**src/rtl/bm_ctrl_regs.sv**
```systemverilog
module bm_ctrl_regs (
  input  logic        clk,
  input  logic        rst_n,
  input  logic        acc_valid,
  input  logic        acc_write,
  input  logic [1:0]  acc_sel,
  input  logic [1:0]  acc_off,
  input  logic [1:0]  acc_size,
  input  logic [31:0] acc_wdata,
  output logic [31:0] acc_rdata,
  output logic        eng_start,
  output logic        eng_stop,
  output logic        eng_ptr_load,
  output logic [31:0] eng_ptr,
  output logic        eng_dir,
  input  logic        eng_done,
  input  logic        eng_error,
  input  logic        drv_irq,
  output logic        irq_out
);

  localparam logic [1:0] SEL_CMD  = 2'd0;
  localparam logic [1:0] SEL_STS  = 2'd1;
  localparam logic [1:0] SEL_BASE = 2'd2;
  localparam logic [7:0] CMD_KEEP = 8'h09;

  logic [7:0]  cmd_q;
  logic [31:0] base_q;
  logic [31:0] ptr_q;
  logic        act_q, err_q, int_q, irq_q;
  logic        start_q, stop_q, load_q;

  logic [4:0]  shamt;
  logic [31:0] lane, wmask, wshift;
  logic [31:0] cmd_merge, base_merge, sel_word;
  logic [7:0]  cmd_new;
  logic        wr_cmd, wr_sts, wr_base;
  logic        start_rise, start_fall, irq_rise;

  assign shamt   = {acc_off, 3'b000};
  assign lane    = (acc_size == 2'd0) ? 32'h0000_00FF :
                   (acc_size == 2'd1) ? 32'h0000_FFFF : 32'hFFFF_FFFF;
  assign wmask   = lane << shamt;
  assign wshift  = (acc_wdata & lane) << shamt;

  assign wr_cmd  = acc_valid && acc_write && (acc_sel == SEL_CMD);
  assign wr_sts  = acc_valid && acc_write && (acc_sel == SEL_STS);
  assign wr_base = acc_valid && acc_write && (acc_sel == SEL_BASE);

  assign cmd_merge  = ({24'h0, cmd_q} & ~wmask) | wshift;
  assign cmd_new    = cmd_merge[7:0] & CMD_KEEP;
  assign base_merge = ((base_q & ~wmask) | wshift) & 32'hFFFF_FFFC;

  assign start_rise = wr_cmd && cmd_new[0] && !cmd_q[0];
  assign start_fall = wr_cmd && !cmd_new[0] && cmd_q[0];
  assign irq_rise   = drv_irq && !irq_q;

  always_comb begin
    case (acc_sel)
      SEL_CMD:  sel_word = {24'h0, cmd_q};
      SEL_STS:  sel_word = {29'h0, int_q, err_q, act_q};
      SEL_BASE: sel_word = base_q;
      default:  sel_word = 32'h0;
    endcase
  end

  assign acc_rdata    = (sel_word >> shamt) & lane;
  assign eng_start    = start_q;
  assign eng_stop     = stop_q;
  assign eng_ptr_load = load_q;
  assign eng_ptr      = ptr_q;
  assign eng_dir      = cmd_q[3];
  assign irq_out      = drv_irq;

  always_ff @(posedge clk or negedge rst_n) begin
    if (!rst_n) begin
      cmd_q   <= 8'h0;
      base_q  <= 32'h0;
      ptr_q   <= 32'h0;
      act_q   <= 1'b0;
      err_q   <= 1'b0;
      int_q   <= 1'b0;
      irq_q   <= 1'b0;
      start_q <= 1'b0;
      stop_q  <= 1'b0;
      load_q  <= 1'b0;
    end else begin
      irq_q   <= drv_irq;
      start_q <= start_rise && !act_q;
      stop_q  <= start_fall;
      load_q  <= start_rise;
      if (wr_cmd)
        cmd_q <= cmd_new;
      if (wr_base)
        base_q <= base_merge;
      if (start_rise)
        ptr_q <= base_q;
      if (start_rise && !act_q)
        act_q <= 1'b1;
      else if (eng_done)
        act_q <= 1'b0;
      if (eng_error)
        err_q <= 1'b1;
      else if (wr_sts && wshift[1])
        err_q <= 1'b0;
      if (irq_rise)
        int_q <= 1'b1;
      else if (wr_sts && wshift[2])
        int_q <= 1'b0;
    end
  end

endmodule

```
**config.mk**
```make
export PLATFORM = sky130hd
export DESIGN_NAME = bm_ctrl_regs
export DESIGN_NICKNAME = d
export VERILOG_FILES = /design/src/rtl/bm_ctrl_regs.sv
export SDC_FILE = /design/constraint.sdc
export NUM_CORES = 1
export LEC_CHECK = 0
export BUFFER_PORTS_ARGS = -buffer_cell sky130_fd_sc_hd__buf_2
export CELL_PAD_IN_SITES_DETAIL_PLACEMENT = 1
export CELL_PAD_IN_SITES_GLOBAL_PLACEMENT = 1
export CORE_UTILIZATION = 25
export DETAILED_ROUTE_END_ITERATION = 8
export GPL_TIMING_DRIVEN = 0
export HOLD_SLACK_MARGIN = 0.05
export PLACE_DENSITY = 0.6
export SETUP_SLACK_MARGIN = 0.02
export SLEW_MARGIN = 40
export SYNTH_ARGS = -nofsm -noshare
export SYNTH_HDL_FRONTEND = slang
export SYNTH_SLANG_ARGS = --single-unit
```
**constraint.sdc**
```tcl
create_clock -name clk -period 3.9 [get_ports clk]
set_clock_uncertainty 0.2 [all_clocks]
set_input_delay 0.78 -clock clk [delete_from_list [all_inputs] [get_ports clk]]
set_output_delay 0.78 -clock clk [all_outputs]
set_load 0.01 [all_outputs]
```
==> qor.csv, run 1 <==
stage,metric,value,unit
outcome,status,completed,
clock_tree,clk_pin_slew,0.05,ns
clock_tree,cts_tree,built,
worst_setup_path,critPathMaxStageDelay,0.43,ns
yosys,avgSynthCellArea,10.39,um2
worst_setup_path,critPathSlowestCell,clkbuf_2,
worst_setup_path,endpoint,acc_rdata[12],
timing,setup-violations-final,0,
routing,avgRoutedWirePerCell,21.05,um
clock_tree,cts_buffers,9,
floorplan,fp.dieW,125.8,um
timing,setup_tns,0,ns
routing,drt_iter0_markers,146,
global_route,antenna_found_initial,0,
finish,fillerInstances,1743,
power,ir_drop,0.0001974,V
clock_tree,cts.sinks,69,
finish,drive_gt1_frac,0.3750,
floorplan,dieArea,0.01583,mm2
worst_setup_path,cp-end-kind,primary output,
yosys,synth_top_cell_area_share,0.4505,
worst_setup_path,r2r_start,cmd_q[0],
worst_setup_path,cp_cell_sequence,"buf_2, clkbuf_1, clkbuf_2, mux2i_1, nor2_1, a21oi_1, nor2_1, buf_2",
worst_setup_path,arrival,2.56,ns
global_route,grt_use_total,0.1916,
routing,drc,0,
power,p_per_area,454.2,mW/mm2
clock_tree,cts_root_buf,clkbuf_16,
yosys,yosys-top-cells-area,"dfrtp_1 (45%), mux2_4 (11%), mux2_2 (5.9%)",
yosys,synth.cell_area,0.003832,mm2
floorplan,start_util,0.2598,
placed_design,hpwl,11110,um
yosys,synth_warnings,0,
routing,wl,14310,um
worst_setup_path,r2r_cells,4,
timing,finalCritPeriodShare,0.9075,
worst_setup_path,critPathKind,input port to primary output,
placed_design,gp_congestion,0.8515,
worst_setup_path,r2r_end,eng_ptr[15],
timing,rsz0062_at_grt,no,
worst_setup_path,required,2.92,ns
finish,nets,536,
run,drv_cap,0,
floorplan,pin_count,114,
placed_design,dp_slack,0.1577,ns
routing,viasPerCell,5.109,
worst_setup_path,rrSetupSlack,2.17,ns
clock_tree,clk_path_buf_depth,2,
floorplan,core,0.01475,mm2
yosys,async_flop_share,1.000,
worst_setup_path,critPathMaxFanout,10,
placed_design,io_buffers,109,
global_route,grt_pass1_wl,22470,um
clock_tree,htreeDepth,3,
timing,worst_slew_pin_slew,0.7347,ns
global_route,grt_max_degree,42,
timing,drv_slew,0,
timing,hold_violations,0,
timing,finalWorstSetupSlack,0.3607,ns
finish,synthToLayoutAreaGrowth,29.25,%
yosys,synth_edf_count,0,
finish,final_common_cell,buf_2,
floorplan,fp.dieH,125.8,um
routing,dr.pass1.iters,4,
yosys,synth-seq-cells,69,
timing,min_period,3.539,ns
yosys,synth_cells,369,
timing,fmax,0.2825,GHz
floorplan,floorplan.rows,44,
finish,final_cell_mix,"buf_2 (108), dfrtp_1 (69), nor2_1 (45)",
clock_tree,clk_latency,0.35,ns
min_path,min_path_type,input port to asynchronous set/reset pin,
routing,antenna_left,0,
yosys,yosys.area.top_type,dfrtp_1,
global_route,grt-ovfl-total,0,
finish,antennaDiodeCount,0,
yosys,synth_cell_types,44,
global_route,first_global_vias,3773,
yosys,synth_flop_cell,dfrtp_1,
routing,vias,3474,
power,leakage,2.564,nW
yosys,ys_seq_area_frac,0.4505,
timing,relSlewSlack,0.5069,
worst_setup_path,critPathLaunchType,input port,
worst_setup_path,crit_start,acc_off[1],
==> through the flow <==
stage	cells	cell area, um2	hold WS (ns)	utilization	total power [mW]
2_1_floorplan	370	3836	0.2474	-	1.188
3_3_place_gp	663	4612	0.2843	0.3126	1.397
3_5_place_dp	664	4648	0.2925	0.3150	1.415
4_1_cts	680	4952	0.1101	0.3357	2.276
5_1_grt	680	4954	0.1209	0.3357	2.357
6_report	680	4954	0.1067	0.3357	2.250
==> worst min-delay path by stage <==
stage | end | cells after the start
6_report | eng_ptr[26] | 1
5_1_grt | eng_ptr[26] | 1
4_1_cts | eng_ptr[26] | 1
3_5_place_dp | eng_ptr[13] | 1
3_3_place_gp | err_q | 1
2_1_floorplan | eng_start | 1
==> cell usage after synthesis (3+ instances only) <==
| master | n |
|---|---|
| dfrtp_1 | 69 |
| nor2_1 | 45 |
| nand2_1 | 33 |
| mux2_4 | 27 |
| o21ai_0 | 23 |
| mux2_2 | 20 |
| clkbuf_1 | 19 |
| and3_1 | 17 |
| mux2i_1 | 17 |
| a21oi_1 | 11 |
| o22ai_1 | 10 |
| a211oi_1 | 9 |
| a221oi_1 | 8 |
| a22oi_1 | 8 |
| nor2b_1 | 7 |
| buf_6 | 5 |
| inv_1 | 5 |
| buf_4 | 3 |
| nor3_1 | 3 |
| nor3b_1 | 3 |
==> worst max-delay path, delay by kind of cell <==
kind,cells,cell delay [ns]
muxes,1,0.30
buffers and inverters,4,1.20
AOI/OAI and AO/OA,1,0.14
and+or+nand+nor,2,0.12
==> logic make-up after synthesis <==
kind of cell / count (synthesis) / synth area share
AOI/OAI and AO/OA: 83 / 0.1417
and+or+nand+nor: 119 / 0.1528
other: 1 / 0.0009785
muxes: 64 / 0.2089
buffers and inverters: 33 / 0.04505
DFF: 69 / 0.4505
==> area by class of cell <==
| class | count | area (um2) | share of cell area |
|---|---|---|---|
| multi-input cells | 268 | 1947 | 0.3930 |
| flip-flops and latches | 69 | 1727 | 0.3486 |
| repair buffers | 110 | 571.8 | 0.1154 |
| clock buffers | 13 | 260.3 | 0.05254 |
| well taps | 184 | 230.2 | 0.04648 |
| plain buffers | 28 | 155.1 | 0.03132 |
| clock inverters | 3 | 43.79 | 0.008841 |
| inverters | 5 | 18.77 | 0.003789 |
==> where the power goes <==
part | leakage, nW | internal [mW] | switching [mW]
Clock | 0.150 | 0.531 | 0.322
Combinational | 1.52 | 0.212 | 0.226
Sequential | 0.893 | 0.829 | 0.131
==> repair_timing <==
item | CTS | global route
setup buffers | 0 | 0
hold buffers | 0 | 0
gates resized for setup | 0 | 1
setup endpoints to repair | 0 | 6
==> per-layer routing <==
layer  routed length (um)  track usage  vias up
li1                     -            -     1579
met1                 6526       0.2525     1753
met2                 6661       0.3111      125
met3                  851      0.04248       17
met4                  275      0.06378        0
met5                    0            0        -
No activity file was read; power rests on OpenSTA's default activity.
==> run 2: changes to the inputs <==
--- a/config.mk
+++ b/config.mk
@@ -8,11 +8,11 @@
 export BUFFER_PORTS_ARGS = -buffer_cell sky130_fd_sc_hd__buf_2
 export CELL_PAD_IN_SITES_DETAIL_PLACEMENT = 1
 export CELL_PAD_IN_SITES_GLOBAL_PLACEMENT = 1
-export CORE_UTILIZATION = 25
+export CORE_UTILIZATION = 40
 export DETAILED_ROUTE_END_ITERATION = 8
 export GPL_TIMING_DRIVEN = 0
 export HOLD_SLACK_MARGIN = 0.05
-export PLACE_DENSITY = 0.6
+export PLACE_DENSITY = 0.86
 export SETUP_SLACK_MARGIN = 0.02
 export SLEW_MARGIN = 40
 export SYNTH_ARGS = -nofsm -noshare
==> qor.csv, run 2 (same netlist as run 1, synthesis figures left out) <==
stage,metric,value,unit
placed_design,hpwl,9797,um
worst_setup_path,required,2.92,ns
power,leakage,2.522,nW
min_path,min_path_type,flop to flop,
run,drv_cap,0,
global_route,grt-ovfl-total,0,
routing,drt_iter0_markers,193,
timing,rsz0062_at_grt,no,
floorplan,fp.dieH,99.88,um
routing,antenna_left,0,
routing,vias,3601,
worst_setup_path,critPathLaunchType,input port,
finish,final_area,0.004796,mm2
clock_tree,cts.sinks,69,
floorplan,fp.dieW,99.88,um
finish,antennaDiodeCount,0,
finish,synthToLayoutAreaGrowth,25.14,%
global_route,first_global_vias,3611,
timing,drv_slew,0,
clock_tree,clk_pin_slew,0.07,ns
power,power_frac_comb,0.220,
finish,final_core_util,0.5190,
floorplan,start_util,0.4148,
timing,finalWorstSetupSlack,0.3079,ns
global_route,grt_use_total,0.2725,
worst_setup_path,critPathMaxFanout,10,
routing,dr.pass1.iters,5,
power,p_per_area,416.3,mW/mm2
global_route,antenna_found_initial,0,
placed_design,placed_cell_area,0.004577,mm2
finish,final_cell_mix,"buf_2 (108), dfrtp_1 (69), nor2_1 (45)",
timing,setup-violations-final,0,
power,p_sw,0.6593,mW
timing,fmax,0.2784,GHz
worst_setup_path,arrival,2.61,ns
finish,drive_gt1_frac,0.3783,
floorplan,dieArea,0.009976,mm2
floorplan,floorplan.rows,35,
clock_tree,cts_buffers,9,
timing,worst_slew_pin_slew,0.6992,ns
timing,relSlewSlack,0.5321,
timing,setup_tns,0,ns
clock_tree,clk_path_buf_depth,2,
routing,viasPerCell,5.752,
global_route,grt_pass1_wl,20220,um
power,ir_drop,0.0002138,V
placed_design,dp_slack,0.1606,ns
power,switching_share,0.3303,
worst_setup_path,critPathKind,input port to primary output,
floorplan,pin_count,114,
finish,nets,537,
clock_tree,htreeDepth,3,
clock_tree,post_cts_buffers,0,
placed_design,gp_congestion,0.8703,
timing,hold_ws,0.3065,ns
timing,min_period,3.592,ns
routing,drc,0,
timing,hold_violations,0,
placed_design,io_buffers,109,
finish,final_common_cell,buf_2,
power,seqPwrFrac,0.482,
routing,avgRoutedWirePerCell,20.69,um
global_route,grt_max_degree,58,
timing,finalCritPeriodShare,0.9210,
worst_setup_path,cp-end-kind,primary output,
clock_tree,clk_latency,0.36,ns
floorplan,core,0.009240,mm2
clock_tree,cts_tree,built,
clock_tree,cts_root_buf,clkbuf_8,
finish,fillerInstances,1070,
power,p_int,1.337,mW
routing,wl,12950,um
power,clkPwrFrac,0.297,
outcome,status,completed,
## run 2: changes by cell type in the layout (fill, tap and decap cells not counted), sizes merged
cell,before,now
clkbuf,33,29
clkinv,2,4
clkinvlp,0,1
dlygate4sd3,0,1
inv,5,6
## run 2: area by class of cell
class / count / area, um2 / area share
clock inverter: 7 / 73.82 / 0.01539
clock buffer: 9 / 123.9 / 0.02583
multi-input combinational: 268 / 1947 / 0.4059
tap: 129 / 161.4 / 0.03366
inverter: 5 / 18.77 / 0.003913
buffer: 28 / 155.1 / 0.03235
timing repair buffer: 111 / 589.3 / 0.1229
sequential: 69 / 1727 / 0.3600
## run 2: stage by stage
step	power (mW)	std cells
2_1_floorplan	1.188	370
6_report	1.996	626
3_5_place_dp	1.410	609
3_3_place_gp	1.377	608
5_1_grt	2.090	626
4_1_cts	2.003	626
## run 2: power by group through the flow
stage | Combinational (mW) | Sequential (mW) | Clock (mW)
floorplan | 0.255 | 0.933 | 0
global placement | 0.411 | 0.966 | 0
detailed placement | 0.434 | 0.975 | 0
CTS | 0.438 | 0.961 | 0.604
global route | 0.480 | 0.973 | 0.638
finish | 0.440 | 0.963 | 0.594
## run 2: timing repair
action                                  4_1_cts  5_1_grt
gates resized for setup                       0        1
endpoints found under the hold margin        12        0
hold buffers                                  1        0
endpoints found under the setup margin        0        3
## run 2: per-layer routing
| metal | share of wire | GRT usage |
|---|---|---|
| met2 | 0.49 | 0.4525 |
| met4 | 0.030 | 0.1165 |
| met3 | 0.065 | 0.05223 |
| met5 | 0 | 0 |
| met1 | 0.42 | 0.3475 |
## run 2: worst paths after layout
path                                  from      endpoint  slack [ns]  cells past startpoint
worst max-delay path            acc_off[0]  acc_rdata[2]        0.31                      6
worst min-delay path            eng_ptr[2]    eng_ptr[2]        0.31                      1
worst max register to register    cmd_q[0]    eng_ptr[8]        2.19                      4
worst min register to register  eng_ptr[2]    eng_ptr[2]        0.31                      1
max in group asynchronous            rst_n      cmd_q[3]        2.39                      3
min in group asynchronous            rst_n   eng_ptr[18]        0.59                      2
## run 2: critical path: stages
cell and delay [ns]:
buf_6 0.13, clkbuf_1 0.48, clkbuf_1 0.52, mux2i_1 0.34, o22ai_1 0.18, buf_2 0.18
